===== config.mk =====
export PLATFORM = sky130hd
export DESIGN_NAME = pfc_cycle_seq
export DESIGN_NICKNAME = d
export VERILOG_FILES = /design/src/rtl/pfc_seq_pkg.sv /design/src/rtl/pfc_rise_det.sv /design/src/rtl/pfc_elapsed_cnt.sv /design/src/rtl/pfc_seq_ctrl.sv /design/src/rtl/pfc_cycle_seq.sv
export SDC_FILE = /design/constraint.sdc
export NUM_CORES = 1
export LEC_CHECK = 0
export CORE_MARGIN = 5
export CORE_UTILIZATION = 40
export CTS_BUF_LIST = sky130_fd_sc_hd__clkbuf_8
export DETAILED_ROUTE_END_ITERATION = 7
export DONT_BUFFER_PORTS = 1
export PLACE_DENSITY_LB_ADDON = 0.05
export SKIP_CTS_REPAIR_TIMING = 1
export SLEW_MARGIN = 20
export SYNTH_ARGS = -nofsm -noshare
export SYNTH_HDL_FRONTEND = slang
export SYNTH_SLANG_ARGS = --single-unit

===== constraint.sdc =====
create_clock -name clk -period 3.15 [get_ports clk]
set_clock_uncertainty 0.2 [all_clocks]
set_input_delay 0.63 -clock clk [delete_from_list [all_inputs] [get_ports clk]]
set_output_delay 0.63 -clock clk [all_outputs]
set_load 0.1 [all_outputs]

===== src/rtl/pfc_seq_pkg.sv =====
package pfc_seq_pkg;

  typedef enum logic [2:0] {
    ST_IDLE  = 3'd0,
    ST_ON    = 3'd1,
    ST_OFF   = 3'd2,
    ST_PIN   = 3'd3,
    ST_LOCK  = 3'd4,
    ST_FAULT = 3'd5
  } seq_state_t;

  // ticks = hz * amount / unit_per_second
  function automatic int to_ticks(longint hz, longint amount, longint per_sec);
    return int'((hz * amount) / per_sec);
  endfunction

endpackage


===== src/rtl/pfc_rise_det.sv =====
module pfc_rise_det (
  input  logic clk,
  input  logic rst,
  input  logic d,
  output logic rise
);
  logic d_q;

  always_ff @(posedge clk) begin
    if (rst) d_q <= 1'b1;
    else     d_q <= d;
  end

  assign rise = d & ~d_q;
endmodule


===== src/rtl/pfc_elapsed_cnt.sv =====
module pfc_elapsed_cnt #(
  parameter int W = 8
) (
  input  logic         clk,
  input  logic         rst,
  input  logic         clr,
  output logic [W-1:0] count
);
  localparam logic [W-1:0] TOP = {W{1'b1}};

  always_ff @(posedge clk) begin
    if (rst || clr)     count <= '0;
    else if (count != TOP) count <= count + 1'b1;
  end
endmodule


===== src/rtl/pfc_seq_ctrl.sv =====
module pfc_seq_ctrl
  import pfc_seq_pkg::*;
#(
  parameter int CW = 8,
  parameter int BT = 25,
  parameter int LT = 100,
  parameter int WT = 50
) (
  input  logic          clk,
  input  logic          rst,
  input  logic          start_req,
  input  logic          ocp_trip,
  input  logic          ovs_trip,
  input  logic          zcd_rise,
  input  logic          ton_done,
  input  logic          pin_gnt,
  input  logic          pin_grounded,
  input  logic [CW-1:0] count,
  output logic          cnt_clr,
  output logic          gate_en,
  output logic          pin_req,
  output logic          ocp_evt,
  output logic          ovs_lock,
  output logic          wdog_evt,
  output logic          pin_fault
);
  localparam logic [CW-1:0] BLANK_END = CW'(BT);
  localparam logic [CW-1:0] LOCK_LAST = CW'(LT - 1);
  localparam logic [CW-1:0] WDOG_LAST = CW'(WT - 1);

  seq_state_t st, st_n;
  logic       ocp_p, wd_p;

  always_comb begin
    st_n  = st;
    ocp_p = 1'b0;
    wd_p  = 1'b0;
    unique case (st)
      ST_IDLE: if (start_req) st_n = ST_ON;
      ST_ON: begin
        if (ovs_trip) st_n = ST_LOCK;
        else if (ocp_trip && count >= BLANK_END) begin
          st_n  = ST_OFF;
          ocp_p = 1'b1;
        end
        else if (ton_done) st_n = ST_OFF;
      end
      ST_OFF: begin
        if (zcd_rise)               st_n = ST_ON;
        else if (count == WDOG_LAST) st_n = ST_PIN;
      end
      ST_PIN: begin
        if (pin_gnt) begin
          st_n = pin_grounded ? ST_FAULT : ST_ON;
          wd_p = ~pin_grounded;
        end
      end
      ST_LOCK:  if (count == LOCK_LAST) st_n = ST_IDLE;
      ST_FAULT: st_n = ST_FAULT;
      default:  st_n = ST_IDLE;
    endcase
  end

  assign cnt_clr = (st_n != st);

  always_ff @(posedge clk) begin
    if (rst) begin
      st        <= ST_IDLE;
      gate_en   <= 1'b0;
      pin_req   <= 1'b0;
      ocp_evt   <= 1'b0;
      ovs_lock  <= 1'b0;
      wdog_evt  <= 1'b0;
      pin_fault <= 1'b0;
    end else begin
      st        <= st_n;
      gate_en   <= (st_n == ST_ON);
      pin_req   <= (st_n == ST_PIN);
      ovs_lock  <= (st_n == ST_LOCK);
      pin_fault <= (st_n == ST_FAULT);
      ocp_evt   <= ocp_p;
      wdog_evt  <= wd_p;
    end
  end
endmodule


===== src/rtl/pfc_cycle_seq.sv =====
module pfc_cycle_seq
  import pfc_seq_pkg::*;
#(
  parameter int CLK_HZ   = 125_000_000,
  parameter int BLANK_NS = 200,
  parameter int LOCK_US  = 800_000,
  parameter int WDOG_US  = 200_000
) (
  input  logic clk,
  input  logic rst,
  input  logic start_req,
  input  logic ocp_trip,
  input  logic ovs_trip,
  input  logic zcd_in,
  input  logic ton_done,
  input  logic pin_gnt,
  input  logic pin_grounded,
  output logic gate_en,
  output logic pin_req,
  output logic ocp_evt,
  output logic ovs_lock,
  output logic wdog_evt,
  output logic pin_fault
);
  localparam int BLANK_TICKS = to_ticks(CLK_HZ, BLANK_NS, 64'd1_000_000_000);
  localparam int LOCK_TICKS  = to_ticks(CLK_HZ, LOCK_US, 64'd1_000_000);
  localparam int WDOG_TICKS  = to_ticks(CLK_HZ, WDOG_US, 64'd1_000_000);
  localparam int MAX_A = (BLANK_TICKS > LOCK_TICKS) ? BLANK_TICKS : LOCK_TICKS;
  localparam int MAX_T = (MAX_A > WDOG_TICKS) ? MAX_A : WDOG_TICKS;
  localparam int CW    = $clog2(MAX_T + 2);

  logic          zcd_rise;
  logic          cnt_clr;
  logic [CW-1:0] count;

  pfc_rise_det u_zcd (
    .clk (clk),
    .rst (rst),
    .d   (zcd_in),
    .rise(zcd_rise)
  );

  pfc_elapsed_cnt #(.W(CW)) u_cnt (
    .clk  (clk),
    .rst  (rst),
    .clr  (cnt_clr),
    .count(count)
  );

  pfc_seq_ctrl #(
    .CW(CW), .BT(BLANK_TICKS), .LT(LOCK_TICKS), .WT(WDOG_TICKS)
  ) u_ctrl (
    .clk         (clk),
    .rst         (rst),
    .start_req   (start_req),
    .ocp_trip    (ocp_trip),
    .ovs_trip    (ovs_trip),
    .zcd_rise    (zcd_rise),
    .ton_done    (ton_done),
    .pin_gnt     (pin_gnt),
    .pin_grounded(pin_grounded),
    .count       (count),
    .cnt_clr     (cnt_clr),
    .gate_en     (gate_en),
    .pin_req     (pin_req),
    .ocp_evt     (ocp_evt),
    .ovs_lock    (ovs_lock),
    .wdog_evt    (wdog_evt),
    .pin_fault   (pin_fault)
  );
endmodule


# Word-level counts from Yosys, hierarchy flattened
# Cells that the tools add are included.
# W data, S select, Z words.
[op_classes]
addsub = 1
magnitude_cmp = 1
n_eq_ne = 13
n_mux = 11
bitwise = 6
reduce_logical = 5
[op_table]
columns = ["op", "count"]
rows = [
  ["$add A27 B1 Y27 const B", 1],
  ["$eq A27 B25 Y1 const B", 1],
  ["$eq A27 B27 Y1 const B", 1],
  ["$ge A27 B5 Y1 const B", 1],
  ["$mux W3", 9],
  ["$ne A27 B27 Y1 const B", 1],
  ["$pmux W3 S6", 1],
  ["$eq A3 B3 Y1 const B", 4],
  ["$eq A3 B2 Y1 const B", 3],
  ["$eq A3 B1 Y1 const B", 2],
  ["$reduce_or A3 Y1", 2],
  ["$not A1 Y1", 5],
  ["$logic_not A3 Y1", 1],
  ["$ne A3 B3 Y1", 1],
  ["$and A1 B1 Y1", 1],
  ["$logic_and A1 B1 Y1", 1],
  ["$logic_or A1 B1 Y1", 1],
  ["$mux W1", 1],
]
[totals]
regBits = 37
in_bits = 9
out_inout_bits = 6
elab_cells = 46

# Depth between registers and ports, before layout
# Gate-level depths: netlist of the first run.
[logic_depth]
depth_word = 7
mapped_depth = 8

# By module
# A second synthesis of the first run with hierarchy kept.
[hier_totals]
cells_unflattened = 232
hier_area_um2 = 1983.2
[by_module_without_submodules]
columns = ["module", "instances", "cells_per_inst", "area_each_um2"]
rows = [
  ["pfc_elapsed_cnt", 1, 162, 1393.8],
  ["pfc_seq_ctrl", 1, 67, 556.8],
  ["pfc_rise_det", 1, 3, 32.5],
]

# Least setup slack after synthesis of the first run
# OpenSTA, ideal clock, no wires.
[synth_timing]
path_kind = "reg2reg"
from = "reg u_cnt.count[10]"
to = "reg u_cnt.count[26]"
t_arrival_ps = 2033
required_time_ps = 2810
setup_slack_ps = 777
path_stages_with_launch = 7
cell_sequence = "dfxtp_1 or3_1 or3_1 or4_4 o211ai_4 buf_6 a211oi_1"
[synth_between]
elab_chain_cells = 7
word_cells_on_any_way = 14
cone_classes = "add/sub (1); order compare (1); eq/ne (4); mux (6); reduce/logical (2)"
[synth_rtl]
columns = ["item", "line", "rtl"]
rows = [
  ["start: declaration", "pfc_elapsed_cnt.sv:7", "output logic [W-1:0] count"],
  ["start signal: assignment", "pfc_elapsed_cnt.sv:13", "else if (count != TOP) count <= count + 1'b1;"],
  ["$ge A27 B5 Y1", "pfc_seq_ctrl.sv:42", "else if (ocp_trip && count >= BLANK_END) begin"],
  ["$logic_and A1 B1 Y1", "pfc_seq_ctrl.sv:42", ""],
  ["$mux W3", "pfc_seq_ctrl.sv:42", ""],
  ["$mux W3", "pfc_seq_ctrl.sv:41", "if (ovs_trip) st_n = ST_LOCK;"],
  ["$pmux W3 S6", "pfc_seq_ctrl.sv:38", "unique case (st)"],
  ["$ne A3 B3 Y1", "pfc_seq_ctrl.sv:64", "assign cnt_clr = (st_n != st);"],
  ["$logic_or A1 B1 Y1", "pfc_elapsed_cnt.sv:12", "if (rst || clr) count <= '0;"],
]
# Parallel ways exist; a longest one is shown, timed or not.
# A chain may end at the register's enable or synchronous reset.

# Worst setup path in the final report of the first run
[layout_timing]
from = "reg u_cnt.count[10]"
to = "reg u_cnt.count[8]"
# Same word-level chain as after synthesis.

==> results of run 1 <==
## how the worst min path moves through the flow
stage	startpoint	to	slack (ps)
2_1_floorplan	u_cnt.count[26]$_SDFFE_PP0P_	u_cnt.count[26]$_SDFFE_PP0P_	260
3_3_place_gp	u_cnt.count[26]$_SDFFE_PP0P_	u_cnt.count[26]$_SDFFE_PP0P_	300
3_5_place_dp	u_cnt.count[26]$_SDFFE_PP0P_	u_cnt.count[26]$_SDFFE_PP0P_	300
4_1_cts	rst	u_ctrl.st[2]$_SDFF_PP0_	200
5_1_grt	rst	u_ctrl.st[2]$_SDFF_PP0_	200
6_report	rst	u_ctrl.st[2]$_SDFF_PP0_	210
## cell usage in the layout (no fill, tap or decap), types with 3 or more instances in the layout
master / n
o21ai_0: 3
and3_1: 4
inv_1: 7
dfxtp_1: 37
nor4b_1: 3
xnor2_1: 15
a211oi_1: 9
clkbuf_8: 6
o31ai_1: 4
nand4_1: 11
nor4_1: 9
nand3_1: 11
and4_1: 8
or4_1: 6
buf_4: 6
a21oi_1: 16
or3_1: 4
nand2b_1: 3
nand2_1: 17
nor3_1: 28
nor2_1: 8
## registers in the layout, indices dropped and copies added, names as in the netlist
| signal | count |
|---|---|
| u_ctrl.gate_en | 1 |
| u_cnt.count | 27 |
| u_ctrl.wdog_evt | 1 |
| u_ctrl.pin_fault | 1 |
| u_ctrl.st | 3 |
| u_ctrl.ocp_evt | 1 |
| u_ctrl.ovs_lock | 1 |
| u_zcd.d_q | 1 |
| u_ctrl.pin_req | 1 |
## report_power, final
part           total [mW]  switching [mW]  internal (mW)
logic              0.0989          0.0546         0.0443
clock network       0.420           0.165          0.255
registers           0.534          0.0529          0.481
total                1.05           0.273          0.780
## metrics by stage
step           hold WS [ps]  setup WS [ps]  cell area (um2)  power (mW)
2_1_floorplan           256            777             2080       0.622
3_3_place_gp            300            571             2160       0.646
3_5_place_dp            302            525             2160       0.645
4_1_cts                 196            525             2280        1.07
5_1_grt                 199            400             2280        1.11
6_report                208            547             2280        1.05
## final cells by class
| class | instances | area [um2] |
|---|---|---|
| fillers | 533 | 2790 |
| clock inverters | 2 | 33.8 |
| inverters | 6 | 22.5 |
| repair buffers | 7 | 65.1 |
| clock buffers | 6 | 82.6 |
| well taps | 70 | 87.6 |
| multi-input cells | 191 | 1250 |
| flip-flops and latches | 37 | 741 |
## cells by family (layout without fill, tap and decap cells)
group | count (synthesis) | after routing | synth area share (%)
XOR/XNOR | 16 | 16 | 6.74
multiplexers | 1 | 1 | 0.481
AND/OR/NAND/NOR | 128 | 128 | 36.6
AO/OA/AOI/OAI | 44 | 44 | 14.6
adder cells (fa/ha/maj) | 2 | 2 | 1.20
flip-flops | 37 | 37 | 35.6
buffers and inverters | 22 | 21 | 4.81
## layer usage
layer  share of wire, %  vias to the layer above  GRT usage [%]
met3                4.7                        2           3.04
met4               0.34                        0           4.15
met5                  0                        -              0
met1                 50                      865           23.5
met2                 45                       41           27.8
li1                   -                      949              -
==> results.sh, run 1 <==
export IMPL_outcome="finished clean"
export IMPL_critPathLaunch="u_cnt.count[10]$_SDFFE_PP0P_"
export IMPL_critPathKind="register to register"
export IMPL_power_leakage_nw=0.705
export IMPL_critPathBufInv=1
export IMPL_powerDensity_nw_per_um2=462
export IMPL_synthCells=250
export IMPL_cp_top_family="simple AND/OR/NAND/NOR gates"
export IMPL_hold_path_depth=1
export IMPL_nNetsFinal=259
export IMPL_hold_path_class="input port to register"
export IMPL_timing_fmax_ghz=0.384
export IMPL_period_needed_ps=2600
export IMPL_grt_max_degree=19
export IMPL_io_pins=15
export IMPL_vias=1857
export IMPL_gp_congestion=0.787
export IMPL_drv_slew=0
export IMPL_ir_worst_vdd_v=0.000311
export IMPL_dieWidth_um=82.1
export IMPL_final_layout_size_suffix_gt1_share_pct=8.84
export IMPL_clkLatencyLatePin_ps=280
export IMPL_synth_seq_cells=37
export IMPL_synth_most_common_cell="dfxtp_1"
export IMPL_ys_seq_area_share_pct=35.6
export IMPL_yosysWarnings=0
export IMPL_setup_viol=0
export IMPL_overflow=0
export IMPL_drt_iter0_drc=107
export IMPL_critPathMaxFanout=16
export IMPL_syn_area_um2=2080
export IMPL_coreArea_um2=5070
export IMPL_stdcell_count=319
export IMPL_max_stage_delay_ps=500
export IMPL_cts_buffers=5
export IMPL_start_util_pct=41.0
export IMPL_viasPerCell=5.82
export IMPL_ant_nets=0
export IMPL_htreeDepth=2
export IMPL_regToRegSetupSlack_ps=550
export IMPL_ys_top_cells_by_area="dfxtp_1 36%, nor3_1 6.7%, xnor2_1 6.3%"
export IMPL_required_ps=3120
export IMPL_timing_setup_tns_ps=0
export IMPL_synth_distinct_cells=46
export IMPL_post_route_drc_count=0
export IMPL_syn_to_final_growth_pct=9.62
export IMPL_placed_cells=311
export IMPL_wl_per_cell_um=15.9
export IMPL_final_core_util_pct=44.9
export IMPL_die_area_um2=6740
export IMPL_dr_pass1_iters=4
export IMPL_worst_path_max_delay_cell="or4_4"
export IMPL_cp_start_kind="register"
export IMPL_worst_slew_pin_slew_ps=945
export IMPL_async_reset_ff_share_pct=0
export IMPL_path_cells="or3_1 > or3_1 > or4_4 > o211ai_4 > buf_12 > nor3_1"
export IMPL_path_depth=6
export IMPL_fin_crit_sh_pct=82.6
export IMPL_drt_wl_total_um=5070
export IMPL_synth_top_cells_by_count="37 x dfxtp_1, 28 x nor3_1, 17 x nand2_1"
export IMPL_slew_headroom_pct=36.9
export IMPL_grt_pass1_wl_um=9090
export IMPL_crit_end="u_cnt.count[8]$_SDFFE_PP0P_"
export IMPL_rsz0062_at_grt="no"
export IMPL_io_buffers=0
export IMPL_worstPathArrival_ps=2580
export IMPL_ys_flop_type="dfxtp_1"
export IMPL_antenna_found_initial=0
export IMPL_cts_tree="done"
export IMPL_rr_worst_depth=6
export IMPL_syn_nets=261
export IMPL_grtUsageTotal_pct=17.1
export IMPL_r2r_end="u_cnt.count[8]$_SDFFE_PP0P_"
export IMPL_cts_root_buffer="clkbuf_8"
export IMPL_r2r_start="u_cnt.count[10]$_SDFFE_PP0P_"
export IMPL_max_clock_path_buffers=2
export IMPL_first_global_vias=1837
export IMPL_syn_avg_cell_area_um2=8.32
export IMPL_cpMostUsedCell="or3_1"
export IMPL_synth_edff_count=0
export IMPL_diodes=0
export IMPL_rows=26
export IMPL_clkTransAtPathRegs_ps=70
export IMPL_clock_sinks=37
export IMPL_dpl_hpwl_um=3720
export IMPL_hold_viol=0
export IMPL_yosysTopAreaCell="dfxtp_1"
export IMPL_die_h_um=82.1
export IMPL_synth_top_area_share_pct=35.6
export IMPL_drv_cap=0
export IMPL_cp_end_kind="register"
Note: power is estimated with default switching activity, not from simulation.
==> run 2, diff against run 1 <==
--- a/config.mk
+++ b/config.mk
@@ -5,6 +5,7 @@
 export SDC_FILE = /design/constraint.sdc
 export NUM_CORES = 1
 export LEC_CHECK = 0
+export ABC_AREA = 1
 export CORE_MARGIN = 5
 export CORE_UTILIZATION = 40
 export CTS_BUF_LIST = sky130_fd_sc_hd__clkbuf_8
==> constraint.sdc (replaced) <==
create_clock -name clk -period 2.5 [get_ports clk]
set_clock_uncertainty 0.2 [all_clocks]
set_input_delay 0.5 -clock clk [delete_from_list [all_inputs] [get_ports clk]]
set_output_delay 0.5 -clock clk [all_outputs]
set_load 0.1 [all_outputs]
==> run 2 against run 1 <==
  * Combinational power is 66% higher
  * Non-clock buffer count grew 3
  * Worst hold slack lost 150 ps
  * Highest routed layer unchanged
  * Via count is 0.32% lower
  * Sequential power increased by 16%
  * Area after synthesis rose by 1.9%
  * Critical path type unchanged
  * Cell area rose by 4.9%
  * Critical path depth is 5 higher
  * Total power up 25%
==> results.sh, run 2 <==
export IMPL_whs_ps=55.8
export IMPL_fin_crit_sh_pct=91.4
export IMPL_synth_top_cells_by_count="57 x nor2_1, 54 x nand2_1, 40 x inv_1"
export IMPL_ir_worst_vdd_v=0.000426
export IMPL_antenna_found_initial=0
export IMPL_syn_to_final_growth_pct=12.9
export IMPL_ys_seq_area_share_pct=34.9
export IMPL_critPathKind="register to register"
export IMPL_timing_fmax_ghz=0.438
export IMPL_gp_congestion=0.913
export IMPL_hold_viol=0
export IMPL_powerDensity_nw_per_um2=549
export IMPL_die_h_um=82.8
export IMPL_critPathMaxFanout=8
export IMPL_first_global_vias=1826
export IMPL_start_util_pct=41.3
export IMPL_seqPwrFrac_pct=46.9
export IMPL_async_reset_ff_share_pct=0
export IMPL_clkLatencyLatePin_ps=300
export IMPL_rsz0062_at_grt="no"
export IMPL_worst_slew_pin_slew_ps=491
export IMPL_path_cells="ha_1 > nand2_1 > nor2_4 > nand4_1 > nor2_4 > nand4_4 > inv_2 > nor2_1 > nand2_1 > xor2_1 > nor2_2"
export IMPL_io_buffers=0
export IMPL_power_combinational_fraction_pct=12.4
export IMPL_switchingPower_mw=0.363
export IMPL_slew_headroom_pct=67.0
export IMPL_grtUsageTotal_pct=15.1
export IMPL_worst_path_max_delay_cell="dfxtp_1"
export IMPL_syn_area_um2=2120
export IMPL_grt_pass1_wl_um=8480
export IMPL_cts_root_buffer="clkbuf_8"
export IMPL_nNetsFinal=330
export IMPL_intPower_mw=0.951
export IMPL_rr_worst_depth=11
export IMPL_ys_top_cells_by_area="dfxtp_1 35%, nor2_1 10%, nand2_1 9.6%"
export IMPL_reg_top3="u_cnt.count: 27 flops, u_ctrl.st: 3 flops"
export IMPL_outcome="finished clean"
export IMPL_mostFrequentLayoutCells="57 x nor2_1, 54 x nand2_1, 40 x inv_1, 37 x dfxtp_1, 22 x nor2_2"
export IMPL_drv_cap=0
export IMPL_dpl_hpwl_um=3740
export IMPL_dieWidth_um=82.8
export IMPL_setup_viol=0
export IMPL_required_ps=2490
export IMPL_power_leakage_nw=0.968
export IMPL_period_needed_ps=2280
export IMPL_hold_path_depth=1
export IMPL_htreeDepth=2
export IMPL_clock_sinks=37
export IMPL_swShare_pct=27.6
export IMPL_cp_start_kind="register"
export IMPL_yosysWarnings=0
export IMPL_drt_wl_total_um=4830
export IMPL_clkTransAtPathRegs_ps=90
export IMPL_dr_pass1_iters=5
export IMPL_viasPerCell=4.75
export IMPL_cts_buffers=5
export IMPL_post_route_drc_count=0
export IMPL_ys_flop_type="dfxtp_1"
export IMPL_synth_edff_count=0
export IMPL_syn_avg_cell_area_um2=6.98
export IMPL_final_layout_size_suffix_gt1_share_pct=17.2
export IMPL_ant_nets=0
export IMPL_final_common_cell="nor2_1"
export IMPL_grt_max_degree=28
export IMPL_max_clock_path_buffers=2
export IMPL_vias=1851
export IMPL_synthCells=304
export IMPL_synth_seq_cells=37
export IMPL_synth_top_area_share_pct=34.9
export IMPL_coreArea_um2=5140
export IMPL_max_stage_delay_ps=410
export IMPL_die_area_um2=6860
export IMPL_synth_distinct_cells=29
export IMPL_overflow=0
export IMPL_yosysTopAreaCell="dfxtp_1"
export IMPL_synth_most_common_cell="nor2_1"
export IMPL_rows=26
export IMPL_worstPathArrival_ps=2270
export IMPL_drv_slew=0
export IMPL_clock_power_share_pct=40.6
export IMPL_cp_end_kind="register"
export IMPL_cts_tree="done"
export IMPL_io_pins=15
export IMPL_hold_path_class="input port to register"
export IMPL_timing_setup_tns_ps=0
export IMPL_syn_nets=315
export IMPL_top_register="u_cnt.count"
export IMPL_largest_register_ffs=27
export IMPL_drt_iter0_drc=98
export IMPL_diodes=0
export IMPL_wl_per_cell_um=12.4
-- run 2: cell families after synthesis --
logic type / share of synthesized area [%]
AOI/OAI and AO/OA: 3.66
and+or+nand+nor: 42.5
buffers and inverters: 8.67
xor gates and xnor gates: 9.09
adders and majority gates: 1.18
DFF: 34.9
-- run 2: layer usage --
metal	GRT usage, %	vias up	routed length (um)
li1	-	975	-
met1	18.8	841	2300
met2	25.0	24	2250
met3	3.66	11	179
met4	5.79	0	112
met5	0	-	0
-- run 2: final timing paths --
| check | start | to | slack, ps |
|---|---|---|---|
| max | u_cnt.count[0]$_SDFFE_PP0P_ | u_cnt.count[18]$_SDFFE_PP0P_ | 220 |
| min | rst | u_ctrl.st[1]$_SDFF_PP0_ | 60 |
| max reg2reg | u_cnt.count[0]$_SDFFE_PP0P_ | u_cnt.count[18]$_SDFFE_PP0P_ | 220 |
| min reg2reg | u_cnt.count[26]$_SDFFE_PP0P_ | u_cnt.count[26]$_SDFFE_PP0P_ | 320 |
-- run 2: worst max-delay path, delay by kind of cell, from the launching register on --
kind / cells / cell delay, ps
flops: 1 / 410
fa+ha+maj: 1 / 230
xor+xnor: 1 / 180
buf+inv: 1 / 130
simple gates: 8 / 1040
-- run 2: area by class of cell --
| cell class | instances | area (um2) |
|---|---|---|
| sequential | 37 | 741 |
| timing repair buffer | 10 | 87.6 |
| fill | 581 | 2750 |
| clock buffer | 5 | 68.8 |
| clock inverter | 3 | 46.3 |
| multi-input combinational | 222 | 1200 |
| tap | 70 | 87.6 |
| inverter | 43 | 161 |
-- run 2: power groups by stage --
stage	logic (mW)	clock network [mW]	registers, mW
after floorplan	0.108	0	0.657
after global placement	0.166	0	0.631
after detailed placement	0.166	0	0.631
after CTS	0.166	0.560	0.617
after global routing	0.181	0.577	0.619
final	0.164	0.534	0.617
-- run 2: through the flow --
step           cell area (um2)  std cells  total power, mW  worst slack, ps  util (%)
2_1_floorplan             2120        304            0.765              476         -
3_3_place_gp              2270        381            0.797              190      44.1
3_5_place_dp              2270        381            0.796              184      44.1
4_1_cts                   2380        389             1.34              150      46.3
5_1_grt                   2390        390             1.38             31.7      46.6
6_report                  2390        390             1.31              216      46.6
==> run 3, diff against run 2 <==
--- a/config.mk
+++ b/config.mk
@@ -11,6 +11,7 @@
 export CTS_BUF_LIST = sky130_fd_sc_hd__clkbuf_8
 export DETAILED_ROUTE_END_ITERATION = 7
 export DONT_BUFFER_PORTS = 1
+export GPL_ROUTABILITY_DRIVEN = 1
 export PLACE_DENSITY_LB_ADDON = 0.05
 export SKIP_CTS_REPAIR_TIMING = 1
 export SLEW_MARGIN = 20
==> constraint.sdc (replaced) <==
create_clock -name clk -period 1.9 [get_ports clk]
set_clock_uncertainty 0.2 [all_clocks]
set_input_delay 0.38 -clock clk [delete_from_list [all_inputs] [get_ports clk]]
set_output_delay 0.38 -clock clk [all_outputs]
set_load 0.005 [all_outputs]
==> run 3 against run 2 <==
  * The run now ends with negative setup slack left
  * Setup slack got worse by 370 ps
  * Flip-flop and latch count did not move
  * Register-to-register slack got worse by 370 ps
  * Sequential share of layout area fell by 6.3 points
  * Core utilization rose by 14 points
  * Routed wire length rose by 17%
  * First-iteration DRC count fell by 19%
  * Global-route usage rose by 1.4 points
==> results.sh, run 3 (same netlist as run 2, synthesis figures left out) <==
export IMPL_clock_sinks=37
export IMPL_coreArea_um2=5140
export IMPL_outcome="complete, but fails checks"
export IMPL_dr_pass1_iters=4
export IMPL_worst_path_max_delay_cell="dfxtp_1"
export IMPL_ant_nets=0
export IMPL_cp_top_family="simple AND/OR/NAND/NOR gates"
export IMPL_intPower_mw=1.21
export IMPL_grtUsageTotal_pct=16.5
export IMPL_setup_viol=27
export IMPL_drv_slew=0
export IMPL_slew_headroom_pct=78.2
export IMPL_final_layout_size_suffix_gt1_share_pct=43.0
export IMPL_hold_path_class="input port to register"
export IMPL_worst_slew_pin_slew_ps=324
export IMPL_cpMostUsedCell="nand2_1"
export IMPL_fin_ws_ps=-154
export IMPL_fin_crit_sh_pct=108
export IMPL_mostFrequentLayoutCells="70 x buf_4, 50 x nand2_1, 46 x nor2_1, 36 x inv_1, 23 x nor2_2"
export IMPL_clkLatencyLatePin_ps=290
export IMPL_dieWidth_um=82.8
export IMPL_grt_max_degree=12
export IMPL_hold_viol=0
export IMPL_nNetsFinal=397
export IMPL_critPathMaxFanout=9
export IMPL_htreeDepth=2
export IMPL_cts_root_buffer="clkbuf_8"
export IMPL_start_util_pct=41.3
export IMPL_clkTransAtPathRegs_ps=80
export IMPL_power_combinational_fraction_pct=17.1
export IMPL_design_area_um2=3130
export IMPL_gp_congestion=0.854
export IMPL_placedInstanceArea_um2=2760
export IMPL_die_area_um2=6860
export IMPL_final_common_cell="buf_4"
export IMPL_drt_wl_total_um=5670
export IMPL_drt_met1_wl_um=2590
export IMPL_max_stage_delay_ps=350
export IMPL_critPathBufInv=1
export IMPL_first_global_vias=2106
export IMPL_antenna_found_initial=0
export IMPL_wl_met2_um=2830
export IMPL_grt_pass1_wl_um=9440
export IMPL_period_needed_ps=2050
export IMPL_clock_power_share_pct=34.1
export IMPL_route_met3_wl_um=165
export IMPL_powerDensity_nw_per_um2=533
export IMPL_whs_ps=20.1
export IMPL_path_cells="nor2_2 > nand2_1 > nor2_2 > nand3_2 > o21bai_4 > nand2_1 > nand2_1 > a21oi_1 > nor2_4 > nand3_4 > buf_12 > nor2_4"
export IMPL_fillers=549
export IMPL_rows=26
export IMPL_cp_end_kind="register"
export IMPL_viasPerCell=4.70
export IMPL_top_register="u_cnt.count"
export IMPL_power_leakage_nw=1.37
export IMPL_required_ps=1930
export IMPL_drt_iter0_drc=79
export IMPL_wl_per_cell_um=12.4
export IMPL_largest_register_ffs=27
export IMPL_overflow=0
export IMPL_reg_top3="u_cnt.count: 27 flops, u_ctrl.st: 3 flops"
export IMPL_syn_to_final_growth_pct=47.6
export IMPL_cts_tree="done"
export IMPL_seqPwrFrac_pct=48.8
export IMPL_vias=2142
export IMPL_die_h_um=82.8
export IMPL_max_clock_path_buffers=2
export IMPL_drv_cap=0
export IMPL_switchingPower_mw=0.463
export IMPL_ir_worst_vdd_v=0.000304
export IMPL_rsz0062_at_grt="yes"
export IMPL_final_core_util_pct=60.9
export IMPL_io_pins=15
export IMPL_critPathKind="register to register"
export IMPL_dpl_hpwl_um=4340
export IMPL_violations="negative setup slack"
export IMPL_diodes=0
export IMPL_post_route_drc_count=0
export IMPL_dr_max_layer_used="met4"
export IMPL_cts_buffers=5
export IMPL_timing_fmax_ghz=0.487
export IMPL_io_buffers=0
export IMPL_cp_start_kind="register"
export IMPL_swShare_pct=27.7
export IMPL_worstPathArrival_ps=2080
[run 3: power by group through the flow]
| stage | clock network (mW) | registers, mW | logic, mW |
|---|---|---|---|
| floorplan | 0 | 0.832 | 0.143 |
| global placement | 0 | 0.834 | 0.225 |
| detailed placement | 0 | 0.835 | 0.224 |
| CTS | 0.593 | 0.817 | 0.227 |
| global route | 0.628 | 0.818 | 0.310 |
| finish | 0.569 | 0.814 | 0.285 |
[run 3: layout make-up]
type,count,area (um2),share of cell area (%)
timing repair buffer,77,627,20.0
inverter,43,161,5.16
multi-input combinational,222,1390,44.5
clock inverter,1,7.51,0.240
tap,70,87.6,2.80
sequential,37,771,24.6
clock buffer,6,82.6,2.64
[run 3: path summary, 6_finish.rpt]
| path | from | end | slack [ps] | depth (start not counted) |
|---|---|---|---|---|
| worst min-delay path | pin_gnt | u_ctrl.wdog_evt$_SDFF_PP0_ | 20 | 2 |
| worst max register to register | u_cnt.count[9]$_SDFFE_PP0P_ | u_cnt.count[24]$_SDFFE_PP0P_ | -150 | 12 |
| worst min register to register | u_cnt.count[26]$_SDFFE_PP0P_ | u_cnt.count[26]$_SDFFE_PP0P_ | 350 | 2 |
| worst max-delay path | u_cnt.count[9]$_SDFFE_PP0P_ | u_cnt.count[24]$_SDFFE_PP0P_ | -150 | 12 |
[run 3: stage by stage]
step | setup TNS [ps] | setup WS (ps) | std cells | power [mW]
after floorplan | 0 | 6.78 | 304 | 0.975
after global placement | -5840 | -232 | 441 | 1.06
after detailed placement | -4680 | -192 | 441 | 1.06
after CTS | -5480 | -233 | 448 | 1.64
after global routing | -7770 | -303 | 456 | 1.76
final | -3710 | -154 | 456 | 1.67
[run 3: layer usage]
layer / vias up / global-route usage (%)
li1: 1110 / -
met1: 992 / 21.1
met2: 32 / 28.1
met3: 8 / 3.37
met4: 0 / 4.46
met5: - / 0
